===== config.mk =====
export PLATFORM = sky130hd
export DESIGN_NAME = qbuf_space_alloc
export DESIGN_NICKNAME = d
export VERILOG_FILES = /design/src/rtl/qsa_pkg.sv /design/src/rtl/qsa_victim_sel.sv /design/src/rtl/qsa_decide.sv /design/src/rtl/qsa_slice_bank.sv /design/src/rtl/qbuf_space_alloc.sv
export SDC_FILE = /design/constraint.sdc
export NUM_CORES = 1
export LEC_CHECK = 0
export BUFFER_PORTS_ARGS = -buffer_cell sky130_fd_sc_hd__buf_2
export CAP_MARGIN = 25
export CELL_PAD_IN_SITES_DETAIL_PLACEMENT = 0
export CELL_PAD_IN_SITES_GLOBAL_PLACEMENT = 1
export CORE_MARGIN = 2
export CORE_UTILIZATION = 33
export DETAILED_ROUTE_END_ITERATION = 8
export GPL_TIMING_DRIVEN = 1
export PLACE_DENSITY = 0.69
export RECOVER_POWER = 50
export SYNTH_ARGS = -nofsm -noshare
export SYNTH_HDL_FRONTEND = slang
export SYNTH_SLANG_ARGS = --single-unit

===== constraint.sdc =====
create_clock -name clk -period 17.3 [get_ports clk]
set_input_delay 5.19 -clock clk [delete_from_list [all_inputs] [get_ports clk]]
set_output_delay 5.19 -clock clk [all_outputs]
set_load 0.05 [all_outputs]

===== src/rtl/qsa_pkg.sv =====
package qsa_pkg;
  typedef enum logic [1:0] {
    RSP_NONE    = 2'b00,
    RSP_GRANT   = 2'b01,
    RSP_RECLAIM = 2'b10,
    RSP_DENY    = 2'b11
  } rsp_e;

  localparam logic OP_ALLOC   = 1'b0;
  localparam logic OP_RELEASE = 1'b1;
endpackage


===== src/rtl/qsa_victim_sel.sv =====
// Picks the queue holding the most slices above its floor; lowest index wins ties.
module qsa_victim_sel #(
  parameter int NUM_Q = 4,
  parameter int CW    = 5,
  parameter int QW    = 2,
  parameter logic [NUM_Q*8-1:0] FLOORS = '0
) (
  input  logic [NUM_Q*CW-1:0] cnt_flat,
  output logic [QW-1:0]       victim
);
  logic [CW-1:0] cnt_i, floor_i, excess_i, best_amt;

  always_comb begin
    best_amt = '0;
    victim   = '0;
    cnt_i    = '0;
    floor_i  = '0;
    excess_i = '0;
    for (int i = 0; i < NUM_Q; i++) begin
      cnt_i    = cnt_flat[i*CW +: CW];
      floor_i  = CW'(FLOORS[i*8 +: 8]);
      excess_i = (cnt_i > floor_i) ? cnt_i - floor_i : '0;
      if (excess_i > best_amt) begin
        best_amt = excess_i;
        victim   = QW'(i);
      end
    end
  end
endmodule


===== src/rtl/qsa_decide.sv =====
// Combinational decision for the request presented this cycle.
module qsa_decide
  import qsa_pkg::*;
#(
  parameter int NUM_Q        = 4,
  parameter int TOTAL_SLICES = 16,
  parameter int CW           = 5,
  parameter int QW           = 2,
  parameter logic [NUM_Q*8-1:0] FLOORS = '0
) (
  input  logic [NUM_Q*CW-1:0] cnt_flat,
  input  logic                req_valid,
  input  logic                req_op,
  input  logic [QW-1:0]       req_qid,
  output logic                inc_en,
  output logic [QW-1:0]       inc_q,
  output logic                dec_en,
  output logic [QW-1:0]       dec_q,
  output rsp_e                code_nxt,
  output logic                err_nxt,
  output logic [QW-1:0]       victim
);
  localparam int SW = CW + QW;

  logic [SW-1:0] in_use;
  logic [CW-1:0] own_cnt, own_floor;
  logic          any_free;

  qsa_victim_sel #(.NUM_Q(NUM_Q), .CW(CW), .QW(QW), .FLOORS(FLOORS)) u_vsel (
    .cnt_flat (cnt_flat),
    .victim   (victim)
  );

  always_comb begin
    in_use = '0;
    for (int i = 0; i < NUM_Q; i++) in_use = in_use + SW'(cnt_flat[i*CW +: CW]);
  end

  assign any_free  = in_use < SW'(TOTAL_SLICES);
  assign own_cnt   = cnt_flat[req_qid*CW +: CW];
  assign own_floor = CW'(FLOORS[req_qid*8 +: 8]);

  always_comb begin
    inc_en   = 1'b0;
    dec_en   = 1'b0;
    inc_q    = req_qid;
    dec_q    = req_qid;
    code_nxt = RSP_NONE;
    err_nxt  = 1'b0;
    if (req_valid) begin
      if (req_op == OP_ALLOC) begin
        if (any_free) begin
          inc_en   = 1'b1;
          code_nxt = RSP_GRANT;
        end else if (own_cnt < own_floor) begin
          inc_en   = 1'b1;
          dec_en   = 1'b1;
          dec_q    = victim;
          code_nxt = RSP_RECLAIM;
        end else begin
          code_nxt = RSP_DENY;
        end
      end else if (own_cnt == '0) begin
        err_nxt = 1'b1;
      end else begin
        dec_en = 1'b1;
      end
    end
  end
endmodule


===== src/rtl/qsa_slice_bank.sv =====
// One slice counter per queue plus its dword view.
module qsa_slice_bank #(
  parameter int NUM_Q        = 4,
  parameter int CW           = 5,
  parameter int QW           = 2,
  parameter int DWW          = 11,
  parameter int SLICE_DWORDS = 64
) (
  input  logic                 clk,
  input  logic                 rst_n,
  input  logic                 inc_en,
  input  logic [QW-1:0]        inc_q,
  input  logic                 dec_en,
  input  logic [QW-1:0]        dec_q,
  output logic [NUM_Q*CW-1:0]  cnt_flat,
  output logic [NUM_Q*DWW-1:0] dw_flat
);
  for (genvar g = 0; g < NUM_Q; g++) begin : g_q
    logic [CW-1:0] cnt;
    logic          up, down;

    assign up   = inc_en && (inc_q == QW'(g));
    assign down = dec_en && (dec_q == QW'(g));

    always_ff @(posedge clk) begin
      if (!rst_n)          cnt <= '0;
      else if (up && !down) cnt <= cnt + 1'b1;
      else if (down && !up) cnt <= cnt - 1'b1;
    end

    assign cnt_flat[g*CW +: CW]   = cnt;
    assign dw_flat[g*DWW +: DWW]  = DWW'(cnt) * DWW'(SLICE_DWORDS);
  end
endmodule


===== src/rtl/qbuf_space_alloc.sv =====
module qbuf_space_alloc
  import qsa_pkg::*;
#(
  parameter int NUM_Q        = 4,
  parameter int TOTAL_SLICES = 16,
  parameter int SLICE_DWORDS = 64,
  // floor per queue, 8 bits each, queue 0 in the low byte
  parameter logic [NUM_Q*8-1:0] FLOORS = 32'h01040302,
  localparam int QW  = (NUM_Q > 1) ? $clog2(NUM_Q) : 1,
  localparam int CW  = $clog2(TOTAL_SLICES + 1),
  localparam int DWW = CW + $clog2(SLICE_DWORDS)
) (
  input  logic                 clk,
  input  logic                 rst_n,
  input  logic                 req_valid,
  input  logic                 req_op,
  input  logic [QW-1:0]        req_qid,
  output logic [1:0]           rsp_code,
  output logic                 reclaim_pulse,
  output logic [QW-1:0]        reclaim_qid,
  output logic                 rel_err,
  output logic [NUM_Q*DWW-1:0] used_dwords
);
  logic [NUM_Q*CW-1:0] cnt_flat;
  logic                inc_en, dec_en, err_nxt;
  logic [QW-1:0]       inc_q, dec_q, victim;
  rsp_e                code_nxt;

  qsa_decide #(
    .NUM_Q(NUM_Q), .TOTAL_SLICES(TOTAL_SLICES), .CW(CW), .QW(QW), .FLOORS(FLOORS)
  ) u_decide (
    .cnt_flat (cnt_flat),
    .req_valid(req_valid),
    .req_op   (req_op),
    .req_qid  (req_qid),
    .inc_en   (inc_en),
    .inc_q    (inc_q),
    .dec_en   (dec_en),
    .dec_q    (dec_q),
    .code_nxt (code_nxt),
    .err_nxt  (err_nxt),
    .victim   (victim)
  );

  qsa_slice_bank #(
    .NUM_Q(NUM_Q), .CW(CW), .QW(QW), .DWW(DWW), .SLICE_DWORDS(SLICE_DWORDS)
  ) u_bank (
    .clk     (clk),
    .rst_n   (rst_n),
    .inc_en  (inc_en),
    .inc_q   (inc_q),
    .dec_en  (dec_en),
    .dec_q   (dec_q),
    .cnt_flat(cnt_flat),
    .dw_flat (used_dwords)
  );

  always_ff @(posedge clk) begin
    if (!rst_n) begin
      rsp_code      <= RSP_NONE;
      reclaim_pulse <= 1'b0;
      reclaim_qid   <= '0;
      rel_err       <= 1'b0;
    end else begin
      rsp_code      <= code_nxt;
      reclaim_pulse <= (code_nxt == RSP_RECLAIM);
      reclaim_qid   <= victim;
      rel_err       <= err_nxt;
    end
  end
endmodule


After elaboration in Yosys (flattened, before gate mapping). Cells that the tools add are included.

Register bits after elaboration: 26. Output and inout port bits: 50. Logic and storage cells: 109.

Add/sub/neg operators: 14. Multiply operators: 1. $lt $le $gt $ge: 10. Equality and inequality tests: 7. Shifts and indexed selects: 2. Multiplexer cells: 35. Reduce and logical (&&, ||, !) cells: 32.

Operators by type and width (number): two-way mux 5 bit (15); indexed part select 32 x 6 -> 5 bit, first input constant (1); adder 5 x 1 -> 5 bit, second input constant (4); indexed part select 20 x 6 -> 5 bit (1); subtractor 5 x 1 -> 5 bit, second input constant (4); two-way mux 2 bit (9); logical AND 1 bit (16); > comparator 5 bit (3); adder 7 x 5 -> 7 bit (2); two-way mux 1 bit (11); == test 2 bit, second input constant (5); > comparator 5 x 1 -> 1 bit, second input constant (2); > comparator 5 x 2 -> 1 bit, second input constant (2); subtractor 5 x 2 -> 5 bit, second input constant (2); zero test 1 bit (8); nonzero test 2 bit (4); < comparator 7 x 5 -> 1 bit, second input constant (1); adder 5 x 5 -> 6 bit (1); > comparator 5 x 3 -> 1 bit, second input constant (1); zero test 5 bit (1); < comparator 5 bit (1); multiplier 2 x 3 -> 5 bit, second input constant (1); subtractor 5 x 3 -> 5 bit, second input constant (1); == test 2 x 1 -> 1 bit, second input constant (2); other kinds (2) (3).

Depth between registers and ports, before layout. Gate-level depths: netlist (run 1).

Depth after elaboration: 19. Gate-level depth with buffers: 33.

Cells and area by module. A second synthesis (run 1) with hierarchy kept.

Cell total of the unflattened synthesis: 410. Area, all modules: 3437.0 sq um.

By module, submodules not included: qsa_slice_bank (times used 1, cells each 198, area each 1734.2 sq um); qsa_victim_sel (times used 1, cells each 121, area each 842.1 sq um); qsa_decide (times used 1, cells each 79, area each 694.4 sq um); qbuf_space_alloc (times used 1, cells each 12, area each 166.4 sq um).

Worst setup path after synthesis (run 1). No wires, ideal clock.

Path kind: input port to flip-flop. Start point: input port req_qid[0]. End point: register u_bank.g_q[1].cnt[4]. Setup time: 0.076 ns. Arrival: 8.494 ns. Data required time: 17.224 ns. Setup slack: 8.731 ns. Cell stages on the path: 17. Cell sequence: clkbuf_8 > mux4_2 > ha_1 > o21ai_0 > a31oi_1 > nor4b_4 > nand2_4 > and3b_1 > o21ai_1 > ha_1 > inv_1 > fa_1 > a21o_1 > a21oi_1 > xnor2_1 > or3_1 > a21boi_0.

Cells in the longest elaborated chain, start to end: 12.

Ends and longest elaborated chain: from (decl) (RTL line qbuf_space_alloc.sv:17) `input logic [QW-1:0] req_qid,`; multiplier 2 x 3 -> 5 bit (RTL line qsa_decide.sv:40) `assign own_cnt = cnt_flat[req_qid*CW +: CW];`; indexed part select 20 x 6 -> 5 bit (RTL line qsa_decide.sv:40); < comparator 5 bit (RTL line qsa_decide.sv:55) `end else if (own_cnt < own_floor) begin`; two-way mux 2 bit (RTL line qsa_decide.sv:55); two-way mux 2 bit (RTL line qsa_decide.sv:52) `if (any_free) begin`; two-way mux 2 bit (RTL line qsa_decide.sv:51) `if (req_op == OP_ALLOC) begin`; two-way mux 2 bit (RTL line qsa_decide.sv:50) `if (req_valid) begin`; == test 2 x 1 -> 1 bit (RTL line qsa_slice_bank.sv:23) `assign down = dec_en && (dec_q == QW'(g));`; logical AND 1 bit (RTL line qsa_slice_bank.sv:23); zero test 1 bit (RTL line qsa_slice_bank.sv:27) `else if (up && !down) cnt <= cnt + 1'b1;`; logical AND 1 bit (RTL line qsa_slice_bank.sv:27); two-way mux 5 bit or nonzero test 2 bit (tied branches); to (signal assigned) (RTL line qsa_slice_bank.sv:27); to (signal assigned) (RTL line qsa_slice_bank.sv:28) `else if (down && !up) cnt <= cnt - 1'b1;`; to (decl) (RTL line qsa_slice_bank.sv:19) `logic [CW-1:0] cnt;`.

Parallel ways exist; a longest one is shown, timed or not. A chain may end at the register's enable or synchronous reset.

Worst setup path in the final report (run 1).
Start point: input port req_qid[0]. End point: register u_bank.g_q[0].cnt[4].

Cells in the longest elaborated chain, start to end: 12.

Ends and longest elaborated chain (RTL line): multiplier 2 x 3 -> 5 bit (qsa_decide.sv:40); indexed part select 20 x 6 -> 5 bit (qsa_decide.sv:40); < comparator 5 bit (qsa_decide.sv:55); two-way mux 2 bit (qsa_decide.sv:55); two-way mux 2 bit (qsa_decide.sv:52); two-way mux 2 bit (qsa_decide.sv:51); two-way mux 2 bit (qsa_decide.sv:50); zero test 2 bit (qsa_slice_bank.sv:23); logical AND 1 bit (qsa_slice_bank.sv:23); zero test 1 bit (qsa_slice_bank.sv:27); logical AND 1 bit (qsa_slice_bank.sv:27); two-way mux 5 bit or nonzero test 2 bit (tied branches); to (signal assigned) (qsa_slice_bank.sv:27); to (signal assigned) (qsa_slice_bank.sv:28); to (decl) (qsa_slice_bank.sv:19).

Parallel ways exist; a longest one is shown, timed or not.

==> flow_metrics.tcl, run 1 <==
set metrics [dict create \
    synth_top_area_share_pct 18.8 \
    pwr-share-clk_pct 7.5 \
    fin_area_mm2 0.00334 \
    antenna_found_initial 0 \
    track_usage_pct 14.1 \
    hold_viol 0 \
    power_density_mw_per_mm2 205 \
    gp_congestion 0.832 \
    hpwl_um 5520 \
    clock_latency_ns 0.27 \
    min_from "u_bank.g_q[2].cnt[4]$_SDFFE_PN0P_" \
    synth.area.top_cells "ha_1, dfxtp_1, buf_4" \
    first_global_vias 2340 \
    seqPwrFrac_pct 14.6 \
    grt_max_degree 26 \
    hold_ws_ns 0.625 \
    internal-power_uw 323 \
    startpoint "req_qid[0]" \
    syn_area_mm2 0.00313 \
    fill_cells 1000 \
    ys_seq_area_share_pct 16.6 \
    vias 2509 \
    num_io_pins 56 \
    fp-row-count 35 \
    skew_ns 0.00240 \
    cp_common_cell "ha_1" \
    period_share_pct 51.9 \
    drtIter0Drc 112 \
    die_h_um 101 \
    viasPerCell 4.72 \
    crit_type "input pin to flop" \
    cts.clk_slew.worst_paths_ns 0.09 \
    crit_required_ns 17.51 \
    tightestPinTransition_ns 1.07 \
    core-area_mm2 0.00924 \
    critPathSlowestCell "mux4_2" \
    portBuffers 31 \
    worstPathCellList "clkbuf_1, mux4_2, ha_1, o21ai_0, a31oi_1, nor4b_4, nor2_1, nor2_1, o21ai_0, ha_1, inv_1, ha_1, a21o_1, a21oi_1, xnor2_1, or3_1, a21boi_0" \
    switching_power_uw 362 \
    cap_violations 0 \
    maxSlewViolCount 0 \
    yosys.cell_types.count 50 \
    syn_inst 378 \
    hold_path.class "flop to flop" \
    post-cts-setup-buffers 0 \
    worst_r2r_startpoint "u_bank.g_q[0].cnt[1]$_SDFFE_PN0P_" \
    ant_nets 0 \
    antenna_cells 0 \
    fmax_ghz 0.111 \
    areaGrowthSynthToFinish_pct 6.60 \
    worst_setup_path_start_kind "input pin" \
    drt-pass1-iter-count 4 \
    synth_ff_type "dfxtp_1" \
    wl_per_cell_um 13.1 \
    pwr-share-comb_pct 77.9 \
    crit_path_max_incr_delay_ns 0.59 \
    ctsHoldBuffers 0 \
    dpl_cell_area_mm2 0.00330 \
    p_leak_nw 1.55 \
    syn_avg_cell_area_um2 8.28 \
    yosys_register_bits 26 \
    async_flop_share_pct 0 \
    power.share.switching_pct 52.8 \
    synth-edff-count 0 \
    initial_core_util_pct 33.9 \
    slew_headroom_pct 28.2 \
    setup_violations 0 \
    cts_tree "done" \
    vdd_drop_max_mv 0.141 \
    worstPathMaxFanout 12 \
    routed_wl_um 6960 \
    cts_buffers 3 \
    fin_util_pct 36.1 \
    yosysMostFrequentCell "ha_1" \
    setup_tns_ns 0 \
    ys_warn_count 0 \
    grt-ovfl-total 0 \
    cts_buffer_depth 2 \
    cts.sinks 26 \
    rsz0062_at_grt "false" \
    grt_pass1_wl_um 11600 \
    die_x_um 101 \
    cts.repair.resized 0 \
    synth_commonest_cells "ha_1, inv_1, o21ai_0, dfxtp_1, buf_4" \
    end_kind "flop" \
    yosysTopAreaCell "ha_1" \
    cts-root-buf "clkbuf_8" \
    period_needed_ns 8.97 \
    outcome "complete, no violations" \
    route.detailed.drc 0 \
    dieArea_mm2 0.0103 \
    drive_above_1_share_pct 6.45 \
    htreeDepth 1 \
    cp.arrival_ns 9.18 \
    nets 465 \
]
-- per-stage QoR --
stage	std cells	total power, mW	setup WS, ns
2_1_floorplan	401	0.529	8.73
3_3_place_gp	528	0.630	8.40
3_5_place_dp	528	0.644	8.32
4_1_cts	532	0.698	8.61
5_1_grt	532	0.759	7.96
6_report	532	0.685	8.33
-- worst max-delay path: cells and delay by family --
family	cells	cell delay, ns
multiplexers	1	0.59
buffers and inverters	2	0.56
AO/OA/AOI/OAI	6	0.91
adder cells (fa/ha/maj)	3	0.79
AND/OR/NAND/NOR	4	1.06
XOR/XNOR	1	0.09
-- layout make-up --
type                            count  area (um^2)  share of cell area (%)
Clock buffer                        3         41.3                    1.24
Clock inverter                      1         30.0                   0.900
Inverter                           33          124                    3.71
Multi-Input combinational cell    309         2330                    70.0
Sequential cell                    26          520                    15.6
Tap cell                          129          161                    4.84
Timing Repair Buffer               31          125                    3.75
-- state kept, by name, summed over array words and instances (netlist names) --
register	flops
rsp_code	2
reclaim_pulse	1
u_bank.g_q.cnt	20
rel_err	1
reclaim_qid	2
-- kinds of logic after synthesis --
| kind of cell | Yosys count | share of synthesized area, % |
|---|---|---|
| AND/OR/NAND/NOR | 110 | 19.3 |
| other | 1 | 0.120 |
| AO/OA/AOI/OAI | 79 | 15.0 |
| adder cells (fa/ha/maj) | 55 | 23.9 |
| XOR/XNOR | 23 | 6.44 |
| flip-flops | 26 | 16.6 |
| multiplexers | 18 | 7.24 |
| buffers and inverters | 66 | 11.4 |
-- final timing paths --
check,to,slack [ns],cells past startpoint
min,u_bank.g_q[2].cnt[4]$_SDFFE_PN0P_,0.62,2
min reg2reg,u_bank.g_q[2].cnt[4]$_SDFFE_PN0P_,0.62,2
max reg2reg,u_bank.g_q[0].cnt[4]$_SDFFE_PN0P_,9.36,29
max,u_bank.g_q[0].cnt[4]$_SDFFE_PN0P_,8.33,17
-- layout by cell type, fill, tap and decap left out, types with 3 or more instances in the layout --
cell type,count
a21boi_0,4
clkbuf_1,24
ha_1,47
or3_1,5
and2_1,18
xnor2_1,16
o21ai_0,31
nor3_1,6
a31oi_1,3
nor3b_1,4
fa_1,8
nor4_1,3
a21o_1,7
nor2b_1,6
nand3_1,4
xor2_1,7
inv_1,33
mux2_2,4
nand2b_1,7
a21oi_1,21
clkbuf_8,3
nor2_1,23
nand2_1,21
conb_1,24
dfxtp_1,26
buf_2,7
mux2i_1,11
-- layer usage --
| metal | up-vias | track usage [%] | wire length [um] |
|---|---|---|---|
| li1 | 1298 | - | - |
| met1 | 1156 | 19.7 | 3620 |
| met2 | 49 | 23.6 | 3060 |
| met3 | 6 | 2.21 | 239 |
| met4 | 0 | 1.56 | 42 |
| met5 | - | 0 | 0 |
-- power groups by stage --
stage / clock network, mW / logic [mW] / registers [mW]
5_1_grt: 0.0550 / 0.601 / 0.103
3_3_place_gp: 0 / 0.528 / 0.102
6_report: 0.0514 / 0.534 / 0.0999
4_1_cts: 0.0536 / 0.545 / 0.100
3_5_place_dp: 0 / 0.542 / 0.102
2_1_floorplan: 0 / 0.394 / 0.135
Power figures use the tool's default switching activity.
==> run 2: changes to the inputs <==
Clock period 17.3 ns to 9 ns, I/O delays scaled along.
==> flow_metrics.tcl, run 2 (synthesis results as in run 1) <==
set metrics [dict create \
    crit_type "flop to flop" \
    dieArea_mm2 0.0103 \
    grt_pass1_wl_um 12500 \
    period_needed_ns 7.21 \
    internal-power_uw 624 \
    vias 2584 \
    critPathSlowestCell "dfxtp_1" \
    worst_slack_ns 1.79 \
    crit_required_ns 9.21 \
    met1_usage_pct 20.8 \
    top_register "u_bank.g_q.cnt" \
    antenna_cells 0 \
    final_cell_mix "ha_1, inv_1, o21ai_0, dfxtp_1, clkbuf_1" \
    viasPerCell 4.86 \
    power_density_mw_per_mm2 395 \
    grt-ovfl-total 0 \
    cp_common_cell "ha_1" \
    track_usage_pct 15.0 \
    cp_num_buf_inv 3 \
    cts-root-buf "clkbuf_8" \
    ctsHoldBuffers 0 \
    drtIter0Drc 151 \
    rsz0062_at_grt "false" \
    largest_reg_flops 20 \
    areaGrowthSynthToFinish_pct 6.68 \
    cts_buffers 3 \
    worstPathMaxFanout 11 \
    busiest_layer "met2" \
    p_leak_nw 1.54 \
    critical-path-top-delay-family "compound AO/OA/AOI/OAI gates" \
    clock_latency_ns 0.28 \
    slew_headroom_pct 57.4 \
    cts.sinks 26 \
    setup_violations 0 \
    reg_top3 "u_bank.g_q.cnt (20), reclaim_qid (2), rsp_code (2)" \
    antenna_found_initial 0 \
    hold_viol 0 \
    core-area_mm2 0.00924 \
    initial_core_util_pct 33.9 \
    hpwl_um 5750 \
    cp.arrival_ns 7.42 \
    tightestPinTransition_ns 0.633 \
    met3_usage_pct 2.14 \
    fin_util_pct 36.1 \
    fmax_ghz 0.139 \
    routed_wl_um 7340 \
    fp-row-count 35 \
    crit_path_max_incr_delay_ns 0.60 \
    grt_max_degree 26 \
    period_share_pct 80.1 \
    final_common_cell "ha_1" \
    gp_congestion 0.800 \
    skew_ns 0.00322 \
    setup_tns_ns 0 \
    num_io_pins 56 \
    outcome "complete, no violations" \
    vdd_drop_max_mv 0.149 \
    cts.repair.resized 0 \
    drt-pass1-iter-count 4 \
    seqPwrFrac_pct 14.6 \
    preCtsSetupSlack_ns 1.79 \
    worst_setup_path_start_kind "flop" \
    route.detailed.drc 0 \
    drive_above_1_share_pct 6.45 \
    cts.clk_slew.worst_paths_ns 0.10 \
    cts_buffer_depth 2 \
    ant_nets 0 \
    cts_tree "done" \
    die_x_um 101 \
    wl_per_cell_um 13.8 \
    pwr-share-comb_pct 77.7 \
    hold_path.class "flop to flop" \
    switching_power_uw 693 \
    cap_violations 0 \
    nets 465 \
    end_kind "flop" \
    maxSlewViolCount 0 \
    pwr-share-clk_pct 7.7 \
    use_met2_pct 25.6 \
    post-cts-setup-buffers 0 \
    die_h_um 101 \
    first_global_vias 2500 \
    portBuffers 31 \
    htreeDepth 1 \
    power.share.switching_pct 52.6 \
]
run 2: cell count changes in the layout (fill, tap and decap cells not counted):
cell,before,now
and2_0,1,0
and2_1,18,19
buf_2,7,6
clkbuf_1,24,25
o21ai_0,31,30
o21ai_2,0,1
run 2: layout make-up:
type / count / area (um^2)
fillers: 969 / 5900
multi-input cells: 309 / 2340
flip-flops and latches: 26 / 520
well taps: 129 / 161
repair buffers: 31 / 124
inverters: 33 / 124
clock buffers: 3 / 41.3
clock inverters: 1 / 30.0
run 2: per-layer routing:
layer	vias to the layer above	wire (um)
li1	1297	-
met1	1217	3760
met2	64	3240
met3	6	271
met4	0	63
met5	-	0
run 2: tightest hold or removal path: stages (launching register included):
cell      delay [ns]
dfxtp_1         0.40
o21ai_0         0.10
a21boi_0        0.08
run 2: worst paths after layout:
check / cells past startpoint / start / slack, ns / to
setup / recovery: 29 / u_bank.g_q[0].cnt[1]$_SDFFE_PN0P_ / 1.79 / u_bank.g_q[0].cnt[4]$_SDFFE_PN0P_
hold / removal: 2 / u_bank.g_q[2].cnt[4]$_SDFFE_PN0P_ / 0.61 / u_bank.g_q[2].cnt[4]$_SDFFE_PN0P_
setup reg to reg: 29 / u_bank.g_q[0].cnt[1]$_SDFFE_PN0P_ / 1.79 / u_bank.g_q[0].cnt[4]$_SDFFE_PN0P_
hold reg to reg: 2 / u_bank.g_q[2].cnt[4]$_SDFFE_PN0P_ / 0.61 / u_bank.g_q[2].cnt[4]$_SDFFE_PN0P_
run 2: metrics by stage:
stage	instance area (um^2)	cells	total power, mW	hold WS [ns]
2_1_floorplan	3220	401	1.02	0.776
3_3_place_gp	3300	528	1.20	0.606
3_5_place_dp	3300	528	1.22	0.613
4_1_cts	3370	532	1.33	0.627
5_1_grt	3340	532	1.47	0.659
6_report	3340	532	1.32	0.613
run 2: power by group through the flow:
| stage | combinational [mW] | sequential [mW] | clock (mW) |
|---|---|---|---|
| after CTS | 1.03 | 0.191 | 0.106 |
| after floorplan | 0.757 | 0.259 | 0 |
| final | 1.02 | 0.192 | 0.102 |
| after detailed placement | 1.02 | 0.194 | 0 |
| after global placement | 1.01 | 0.194 | 0 |
| after global routing | 1.16 | 0.197 | 0.110 |
